--- config.mk ---
export PLATFORM = sky130hd
export DESIGN_NAME = cfg_addr_xlate
export DESIGN_NICKNAME = d
export VERILOG_FILES = /design/src/rtl/cfgx_pkg.sv /design/src/rtl/cfgx_map_reg.sv /design/src/rtl/cfgx_lsb_enc.sv /design/src/rtl/cfgx_decode.sv /design/src/rtl/cfgx_out_stage.sv /design/src/rtl/cfg_addr_xlate.sv
export SDC_FILE = /design/constraint.sdc
export NUM_CORES = 1
export LEC_CHECK = 0
export ABC_AREA = 1
export BUFFER_PORTS_ARGS = -buffer_cell sky130_fd_sc_hd__buf_2
export CELL_PAD_IN_SITES_DETAIL_PLACEMENT = 1
export CELL_PAD_IN_SITES_GLOBAL_PLACEMENT = 1
export CORE_UTILIZATION = 33
export DETAILED_ROUTE_END_ITERATION = 6
export GPL_TIMING_DRIVEN = 0
export PLACE_DENSITY = 0.89
export SETUP_SLACK_MARGIN = 0.1
export SYNTH_ARGS = -nofsm -noshare
export SYNTH_HDL_FRONTEND = slang
export SYNTH_SLANG_ARGS = --single-unit
--- constraint.sdc ---
create_clock -name clk -period 2.1 [get_ports clk]
set_input_delay 0.21 -clock clk [delete_from_list [all_inputs] [get_ports clk]]
set_output_delay 0.21 -clock clk [all_outputs]
set_load 0.01 [all_outputs]
--- src/rtl/cfgx_pkg.sv ---
`timescale 1ns/1ps
// Shared types for the configuration address translator.
package cfgx_pkg;

    localparam int CFG_DATA_W = 32;

    typedef enum logic [1:0] {
        SZ_BYTE = 2'd0,
        SZ_HALF = 2'd1,
        SZ_WORD = 2'd2,
        SZ_WIDE = 2'd3
    } acc_size_e;

    typedef enum logic [1:0] {
        DEC_FORWARD = 2'd0,
        DEC_DROP    = 2'd1,
        DEC_FAULT   = 2'd2
    } xlate_dec_e;

    // All-ones read value for one access size; codes 2 and 3 are both full word
    function automatic logic [CFG_DATA_W-1:0] ones_for_size(acc_size_e sz);
        case (sz)
            SZ_BYTE: ones_for_size = CFG_DATA_W'(32'h0000_00FF);
            SZ_HALF: ones_for_size = CFG_DATA_W'(32'h0000_FFFF);
            default: ones_for_size = '1;
        endcase
    endfunction

endpackage

--- src/rtl/cfgx_map_reg.sv ---
`timescale 1ns/1ps
// Map register. It holds the page value that supplies the upper half of
// the working address, plus the non-type-0 mode bit just above it.
// Assumes: writes are single-cycle strobes; reset is synchronous, active low.
module cfgx_map_reg #(
    parameter int MAP_W = 16
) (
    input  logic             clk,
    input  logic             rst_n,
    input  logic             we,
    input  logic [MAP_W:0]   wdata,
    output logic [MAP_W-1:0] page,
    output logic             type1
);

    logic [MAP_W:0] map_q;

    // Hold the map value; clear it to zero on reset
    always_ff @(posedge clk) begin
        if (!rst_n) map_q <= '0;
        else if (we) map_q <= wdata;
    end

    assign page  = map_q[MAP_W-1:0];
    assign type1 = map_q[MAP_W];

endmodule

--- src/rtl/cfgx_lsb_enc.sv ---
`timescale 1ns/1ps
// Lowest-set-bit encoder. Returns the index of the least significant 1 in
// vec, and whether any bit is set at all.
// Assumes: idx is meaningful only when any is 1.
module cfgx_lsb_enc #(
    parameter int IN_W  = 21,
    parameter int ENC_W = $clog2(IN_W)
) (
    input  logic [IN_W-1:0]  vec,
    output logic [ENC_W-1:0] idx,
    output logic             any
);

    logic [IN_W-1:0] seen_below;
    logic [IN_W-1:0] first;

    assign seen_below[0] = 1'b0;
    genvar gi;
    generate
        for (gi = 1; gi < IN_W; gi++) begin : g_chain
            assign seen_below[gi] = seen_below[gi-1] | vec[gi-1];
        end
    endgenerate

    assign first = vec & ~seen_below;
    assign any   = |vec;

    // Merge the single isolated bit position into a binary index
    always_comb begin
        idx = '0;
        for (int i = 0; i < IN_W; i++) begin
            if (first[i]) idx = idx | ENC_W'(i);
        end
    end

endmodule

--- src/rtl/cfgx_decode.sv ---
`timescale 1ns/1ps
// Combinational decode. It builds the working address, extracts the
// device, function and register fields, composes the configuration
// address, and picks forward, drop or fault.
// Assumes: page and type1 come from the map register; bus is static.
module cfgx_decode
    import cfgx_pkg::*;
#(
    parameter int WIN_W     = 19,
    parameter int LOW_W     = 16,
    parameter int MAP_W     = 16,
    parameter int BUS_W     = 8,
    parameter int IDSEL_LSB = 11,
    parameter int FN_W      = 3,
    parameter int REG_W     = 8,
    parameter int DEV_W     = 5
) (
    input  logic [WIN_W-1:0]  req_addr,
    input  logic [MAP_W-1:0]  page,
    input  logic              type1,
    input  logic [BUS_W-1:0]  bus,
    output logic [31:0]       cfg_addr,
    output logic              subword,
    output xlate_dec_e        decision
);

    localparam int WORK_W  = LOW_W + MAP_W;
    localparam int IDSEL_W = WORK_W - IDSEL_LSB;
    localparam int ENC_W   = $clog2(IDSEL_W);
    localparam int PAD_W   = 32 - 1 - BUS_W - DEV_W - FN_W - REG_W;

    logic [WORK_W-1:0]  work;
    logic [IDSEL_W-1:0] idsel;
    logic [ENC_W-1:0]   dev_idx;
    logic               idsel_any;
    logic [DEV_W-1:0]   dev;
    logic [FN_W-1:0]    fn;
    logic [REG_W-1:0]   regno;
    logic               unused_win_hi;

    assign work          = {page, req_addr[LOW_W-1:0]};
    assign unused_win_hi = ^req_addr[WIN_W-1:LOW_W];
    assign idsel         = work[WORK_W-1:IDSEL_LSB];
    assign fn            = work[REG_W+FN_W-1:REG_W];
    assign regno         = work[REG_W-1:0];

    cfgx_lsb_enc #(
        .IN_W  (IDSEL_W),
        .ENC_W (ENC_W)
    ) u_enc (
        .vec (idsel),
        .idx (dev_idx),
        .any (idsel_any)
    );

    assign dev = DEV_W'(dev_idx);

    assign cfg_addr = {1'b1, {PAD_W{1'b0}}, bus, dev, fn, regno};
    assign subword  = |req_addr[1:0];

    // Decide the path: drop in non-type-0 mode, fault on empty select
    always_comb begin
        if (type1)           decision = DEC_DROP;
        else if (!idsel_any) decision = DEC_FAULT;
        else                 decision = DEC_FORWARD;
    end

endmodule

--- src/rtl/cfgx_out_stage.sv ---
`timescale 1ns/1ps
// Output register stage. It turns a request and its decode into a
// one-cycle forward strobe or a local all-ones response, and keeps the
// sticky error flag.
// Assumes: req_valid is high for one cycle per access.
module cfgx_out_stage
    import cfgx_pkg::*;
(
    input  logic                  clk,
    input  logic                  rst_n,
    input  logic                  req_valid,
    input  logic                  req_write,
    input  acc_size_e             req_size,
    input  logic [CFG_DATA_W-1:0] req_wdata,
    input  logic [31:0]           addr_c,
    input  logic                  subword_c,
    input  xlate_dec_e            decision,
    output logic                  cfg_valid,
    output logic                  cfg_write,
    output logic [1:0]            cfg_size,
    output logic [31:0]           cfg_addr,
    output logic [CFG_DATA_W-1:0] cfg_wdata,
    output logic                  cfg_subword,
    output logic                  abort_clr,
    output logic                  rsp_valid,
    output logic [CFG_DATA_W-1:0] rsp_data,
    output logic                  err_flag
);

    logic fwd;
    logic local_rd;

    assign fwd      = req_valid && (decision == DEC_FORWARD);
    assign local_rd = req_valid && (decision != DEC_FORWARD) && !req_write;

    // Strobes: high for exactly one cycle after the request
    always_ff @(posedge clk) begin
        if (!rst_n) begin
            cfg_valid   <= 1'b0;
            abort_clr   <= 1'b0;
            rsp_valid   <= 1'b0;
            cfg_subword <= 1'b0;
        end else begin
            cfg_valid   <= fwd;
            abort_clr   <= fwd;
            rsp_valid   <= local_rd;
            cfg_subword <= fwd && subword_c;
        end
    end

    // Forwarded payload is captured on every forwarded access
    always_ff @(posedge clk) begin
        if (!rst_n) begin
            cfg_write <= 1'b0;
            cfg_size  <= 2'd0;
            cfg_addr  <= '0;
            cfg_wdata <= '0;
        end else if (fwd) begin
            cfg_write <= req_write;
            cfg_size  <= req_size;
            cfg_addr  <= addr_c;
            cfg_wdata <= req_wdata;
        end
    end

    // Local response data is all ones for the access size
    always_ff @(posedge clk) begin
        if (!rst_n)        rsp_data <= '0;
        else if (local_rd) rsp_data <= ones_for_size(req_size);
    end

    // Error flag is set by an empty device select and held until reset
    always_ff @(posedge clk) begin
        if (!rst_n) err_flag <= 1'b0;
        else if (req_valid && decision == DEC_FAULT) err_flag <= 1'b1;
    end

endmodule

--- src/rtl/cfg_addr_xlate.sv ---
`timescale 1ns/1ps
// Type-0 PCI configuration address translator. It maps a window access
// plus a programmable page onto a root-bus configuration address with a
// one-hot-to-binary device encode, one register stage at the output.
// Assumes: bus_num is static; one request per req_valid cycle.
module cfg_addr_xlate
    import cfgx_pkg::*;
#(
    parameter int WIN_W     = 19,
    parameter int LOW_W     = 16,
    parameter int MAP_W     = 16,
    parameter int BUS_W     = 8,
    parameter int IDSEL_LSB = 11
) (
    input  logic              clk,
    input  logic              rst_n,
    input  logic [BUS_W-1:0]  bus_num,
    input  logic              map_we,
    input  logic [MAP_W:0]    map_wdata,
    input  logic              req_valid,
    input  logic              req_write,
    input  logic [WIN_W-1:0]  req_addr,
    input  logic [1:0]        req_size,
    input  logic [31:0]       req_wdata,
    output logic              cfg_valid,
    output logic              cfg_write,
    output logic [1:0]        cfg_size,
    output logic [31:0]       cfg_addr,
    output logic [31:0]       cfg_wdata,
    output logic              cfg_subword,
    output logic              sts_abort_clr,
    output logic              rsp_valid,
    output logic [31:0]       rsp_data,
    output logic              err_flag
);

    logic [MAP_W-1:0] map_page;
    logic             map_type1;
    logic [31:0]      addr_c;
    logic             subword_c;
    xlate_dec_e       decision;

    cfgx_map_reg #(.MAP_W(MAP_W)) u_map (
        .clk   (clk),
        .rst_n (rst_n),
        .we    (map_we),
        .wdata (map_wdata),
        .page  (map_page),
        .type1 (map_type1)
    );

    cfgx_decode #(
        .WIN_W     (WIN_W),
        .LOW_W     (LOW_W),
        .MAP_W     (MAP_W),
        .BUS_W     (BUS_W),
        .IDSEL_LSB (IDSEL_LSB)
    ) u_dec (
        .req_addr (req_addr),
        .page     (map_page),
        .type1    (map_type1),
        .bus      (bus_num),
        .cfg_addr (addr_c),
        .subword  (subword_c),
        .decision (decision)
    );

    cfgx_out_stage u_out (
        .clk         (clk),
        .rst_n       (rst_n),
        .req_valid   (req_valid),
        .req_write   (req_write),
        .req_size    (acc_size_e'(req_size)),
        .req_wdata   (req_wdata),
        .addr_c      (addr_c),
        .subword_c   (subword_c),
        .decision    (decision),
        .cfg_valid   (cfg_valid),
        .cfg_write   (cfg_write),
        .cfg_size    (cfg_size),
        .cfg_addr    (cfg_addr),
        .cfg_wdata   (cfg_wdata),
        .cfg_subword (cfg_subword),
        .abort_clr   (sts_abort_clr),
        .rsp_valid   (rsp_valid),
        .rsp_data    (rsp_data),
        .err_flag    (err_flag)
    );

endmodule

== Yosys cells after proc, flatten, opt, wreduce, memory -nomap -nowiden ==
Cells that the tools add are included.

* Register bits after elaboration: 113
* Input port bits: 83

* Equality and inequality tests: 2
* Mux-type cells: 23
* Bitwise operators: 21
* Reductions and logical operators: 11

{| class="wikitable"
|+ Operators with widths
! operator !! number
|-
| $pmux W32 S2 || 1
|-
| $mux W4 || 8
|-
| $mux W5 || 5
|-
| $and A21 B21 Y21 || 1
|-
| $not A21 Y21 || 1
|-
| $reduce_or A21 Y1 || 1
|-
| $or A1 B1 Y1 || 19
|-
| $mux W3 || 4
|-
| $mux W2 || 4
|-
| $logic_and A1 B1 Y1 || 5
|-
| $logic_not A2 Y1 || 2
|-
| $eq A2 B1 Y1 const B || 1
|-
| $eq A2 B2 Y1 const B || 1
|-
| $reduce_bool A2 Y1 || 1
|-
| $reduce_or A2 Y1 || 1
|-
| $logic_not A1 Y1 || 1
|-
| $mux W1 || 1
|}

== Longest topological paths before layout ==
* Word-level depth: 41
* Mapped depth: 10
* Mapped depth without buffers: 10

== Hierarchy ==
A second synthesis with hierarchy kept.

* Cells, all modules: 577
* Area total of the unflattened synthesis: 4170.2 µm²

{| class="wikitable"
|+ Modules (own cells, without submodules)
! module !! times used !! cells an instance !! area each (µm²) !! seq. area each (µm²)
|-
| cfgx_out_stage || 1 || 355 || 2798.9 || 1481.4
|-
| cfgx_map_reg || 1 || 108 || 726.9 || 340.3
|-
| cfgx_lsb_enc || 1 || 80 || 411.6 || 0.0
|-
| cfgx_decode || 1 || 34 || 232.7 || 0.0
|}

== Worst setup path before layout ==
OpenSTA, ideal clock, no wires.

* Path kind: reg2reg
* Start: reg u_map.map_q[0]
* End: reg u_out.cfg_addr[10]
* Setup time: 0.113 ns
* Data arrival time: 1.240 ns
* Data required time: 1.987 ns
* Setup slack: 0.747 ns
* Cell stages (with the launch flop): 10
* Cells stage by stage: dfxtp_1 > nor2_1 > nand2_2 > nor2_8 > nand3_4 > nand2_4 > inv_2 > clkbuf_1 > nor2_1 > nor2_1

* Word-level cells in the longest chain between the ends: 5

{| class="wikitable"
|+ Ends and longest elaborated chain
! what !! RTL line !! text
|-
| start, declared || cfgx_map_reg.sv:16 || <nowiki>logic [MAP_W:0] map_q;</nowiki>
|-
| start signal, assigned || cfgx_map_reg.sv:21 || <nowiki>else if (we) map_q <= wdata;</nowiki>
|-
| $reduce_or A21 Y1 || cfgx_lsb_enc.sv:26 || <nowiki>assign any = |vec;</nowiki>
|-
| $mux W2 || cfgx_decode.sv:64 || <nowiki>else if (!idsel_any) decision = DEC_FAULT;</nowiki>
|-
| $mux W2 || cfgx_decode.sv:63 || <nowiki>if (type1) decision = DEC_DROP;</nowiki>
|-
| $logic_not A2 Y1 || cfgx_out_stage.sv:33 || <nowiki>assign fwd = req_valid && (decision == DEC_FORWARD);</nowiki>
|-
| $logic_and A1 B1 Y1 || cfgx_out_stage.sv:33 ||
|-
| end signal, assigned || cfgx_out_stage.sv:61 || <nowiki>cfg_addr <= addr_c;</nowiki>
|-
| end, declared || cfgx_out_stage.sv:21 || <nowiki>output logic [31:0] cfg_addr,</nowiki>
|}

Every way passes these cells.
A chain may end at the register's enable or synchronous reset.

== Worst setup path in the final report ==
* Start: reg u_map.map_q[2]
* End: reg u_out.cfg_addr[8]

Same word-level chain as after synthesis.

==> flow_summary.ini <==
[outcome]
outcome = completed

[final_layout]
fin_cells = 800
layout-drive-gt1-share = 0.373
seq_area_sq_um = 1680
num-nets-final = 742
fillCellCount = 1404
fin_util = 0.463
fin_area_sq_um = 4780
multi_input_area_sq_um = 1340
area_delta_synth_final_pct = 36.6
diodes = 0

[synth]
syn_area_sq_um = 3500
ys_ff_latch = 84
synthDistinctLibCells = 25
syn_inst = 467
seq_area_frac_synth = 0.481
avgSynthCellArea_sq_um = 7.49
yosysWarningCount = 0
synth_edf_count = 0
async_flop_share = 0
synth_ff_type = dfxtp_1

[clocking]
cts_buffers = 9
h-tree-depth = 3
cts_root_buf = clkbuf_8
ctsResizeCount = 0
path_clk_slew_ps = 100
clock_latency_ps = 350
postCtsSetupBuffers = 0
clock_path_buffers = 2
cts_tree = done
ctsHoldBuffers = 0
cts_sinks = 84

[timing]
max_freq_mhz = 599
timing.final.crit_share = 0.795
setup_violations = 0
skew_ps = 12.1
worst_pin_slew_ps = 507
max-slew-margin-rel = 0.662
final_max_slew_viol_count = 0
fin_crit_ps = 1670
setup_tns_ps = 0
finalHoldViolations = 0
rsz0062_at_grt = false

[drt]
wl_mm = 10.8
firstDrtPassIters = 4
wl_per_cell_um = 13.5
drc = 0
via_count = 3627
antenna_left = 0
first_iter_violations = 152
viasPerCell = 4.53

[global_routing]
grt_pass1_vias = 3615
gr-total-overflow = 0
antenna_found_initial = 0
grt_pass1_wl_mm = 17.6
grtUsageTotal = 0.202
grt_start_max_net_pins = 18

[placed_design]
place.gp.congestion = 0.789
placed_area_sq_um = 4570
io_buffers = 175
dp_hpwl_mm = 8.53
dp_cells = 784

[worst_setup_path]
crit_buf_inv = 2
worstPathCellList = nor2_1, nand2_2, nor2_8, nand3_4, nand2_4, inv_2, clkbuf_1, nor2_1, nor2_1
crit_family = simple AND/OR/NAND/NOR gates
crit_path_start_kind = flop
crit_required_ps = 2350
cp.arrival_ps = 1920
worstSetupEndpointType = flop
critical_path_class = reg -> reg
crit_slowest_cell = dfxtp_1
max_stage_delay_ps = 360
critPathMostFrequentCell = nor2_1
crit_fanout = 10

[floorplanning]
ioPinCount = 187
core_area_sq_um = 10300
dieArea_sq_um = 11000
dieWidth_um = 105
die_h_um = 105
fp-row-count = 37
start_util = 0.339

[hold_path]
hold_class = in -> reg

[power_and_ir_drop]
leakage_uw = 0.00255
p_total_uw = 3640
p_per_area_nw_per_um2 = 761
ir_drop_mv = 0.317

[job]
maxCapViolCount = 0
==> flip-flops by register name, summed over array words and instances, names as in the netlist <==
name / flops
u_out.rsp_valid: 1
u_map.map_q: 17
u_out.rsp_data: 3
u_out.cfg_addr: 25
u_out.cfg_subword: 1
u_out.err_flag: 1
u_out.abort_clr: 1
u_out.cfg_wdata: 32
u_out.cfg_write: 1
u_out.cfg_size: 2
==> final cells by class <==
cell class              count  share of cell area
multi-input cells         300               0.279
clock buffers               9              0.0259
repair buffers            175               0.183
well taps                 136              0.0356
flip-flops and latches     84               0.352
plain buffers              60              0.0828
clock inverters             7              0.0181
inverters                  29              0.0228
==> cell usage after synthesis (3+ instances only) <==
master    instances  share of area
nor2_1          142           0.15
dfxtp_1          84           0.48
o21ai_1          56          0.080
buf_4            38          0.082
nand2_1          32          0.034
inv_1            27          0.029
o21ai_0          19          0.027
a21oi_1          18          0.026
clkbuf_1         14          0.015
nand3_1           9          0.013
buf_2             4         0.0057
nor2_2            4         0.0072
buf_6             3         0.0097
nand4_1           3         0.0054
==> where the power goes <==
part,switching (uW),internal (uW),total (uW)
clock network,640,571,1210
logic,372,274,645
registers,67.9,1710,1780
total,1080,2560,3640
==> routing by layer <==
layer | share of wire | track usage | vias to the layer above
met5 | 0 | 0 | -
met4 | 0.0096 | 0.0634 | 0
met3 | 0.055 | 0.0387 | 8
met2 | 0.51 | 0.370 | 117
met1 | 0.42 | 0.236 | 1673
li1 | - | - | 1829
==> kinds of logic after synthesis <==
| logic type | after synthesis | share of synthesized area |
|---|---|---|
| compound gates | 96 | 0.140 |
| other cells | 1 | 0.00107 |
| flops | 84 | 0.481 |
| simple gates | 197 | 0.234 |
| buf+inv | 89 | 0.144 |
==> cells in the final DEF, fill, tap and decap left out, drive strengths merged <==
cell,instances
bufinv,1
clkinv,4
nand2,35
inv,31
a21oi,18
conb,7
o21bai,2
nor3,1
o21ai,75
clkbuf,23
dfxtp,84
nor2,148
o2111ai,1
nand4,3
nand3,10
buf,221
==> through the flow <==
| stage | setup WS, ps | hold WS [ps] |
|---|---|---|
| after global placement | 461 | 431 |
| after floorplan | 747 | 339 |
| after global routing | 244 | 81.9 |
| final | 430 | 91.6 |
| after detailed placement | 415 | 435 |
| after CTS | 382 | 75.2 |
==> final timing paths <==
path,slack [ps],end,cells after the start,start
max,430,u_out.cfg_addr[8],9,u_map.map_q[2]
min,90,u_out.cfg_wdata[7],3,req_wdata[7]
max reg2reg,430,u_out.cfg_addr[8],9,u_map.map_q[2]
min reg2reg,440,u_out.cfg_addr[31],2,u_out.cfg_addr[31]
==> tightest hold or removal path, stage by stage <==
cell     delay [ps]
buf_2            80
o21ai_1          60
nor2_1           70
No activity file was read; power rests on OpenSTA's default activity.
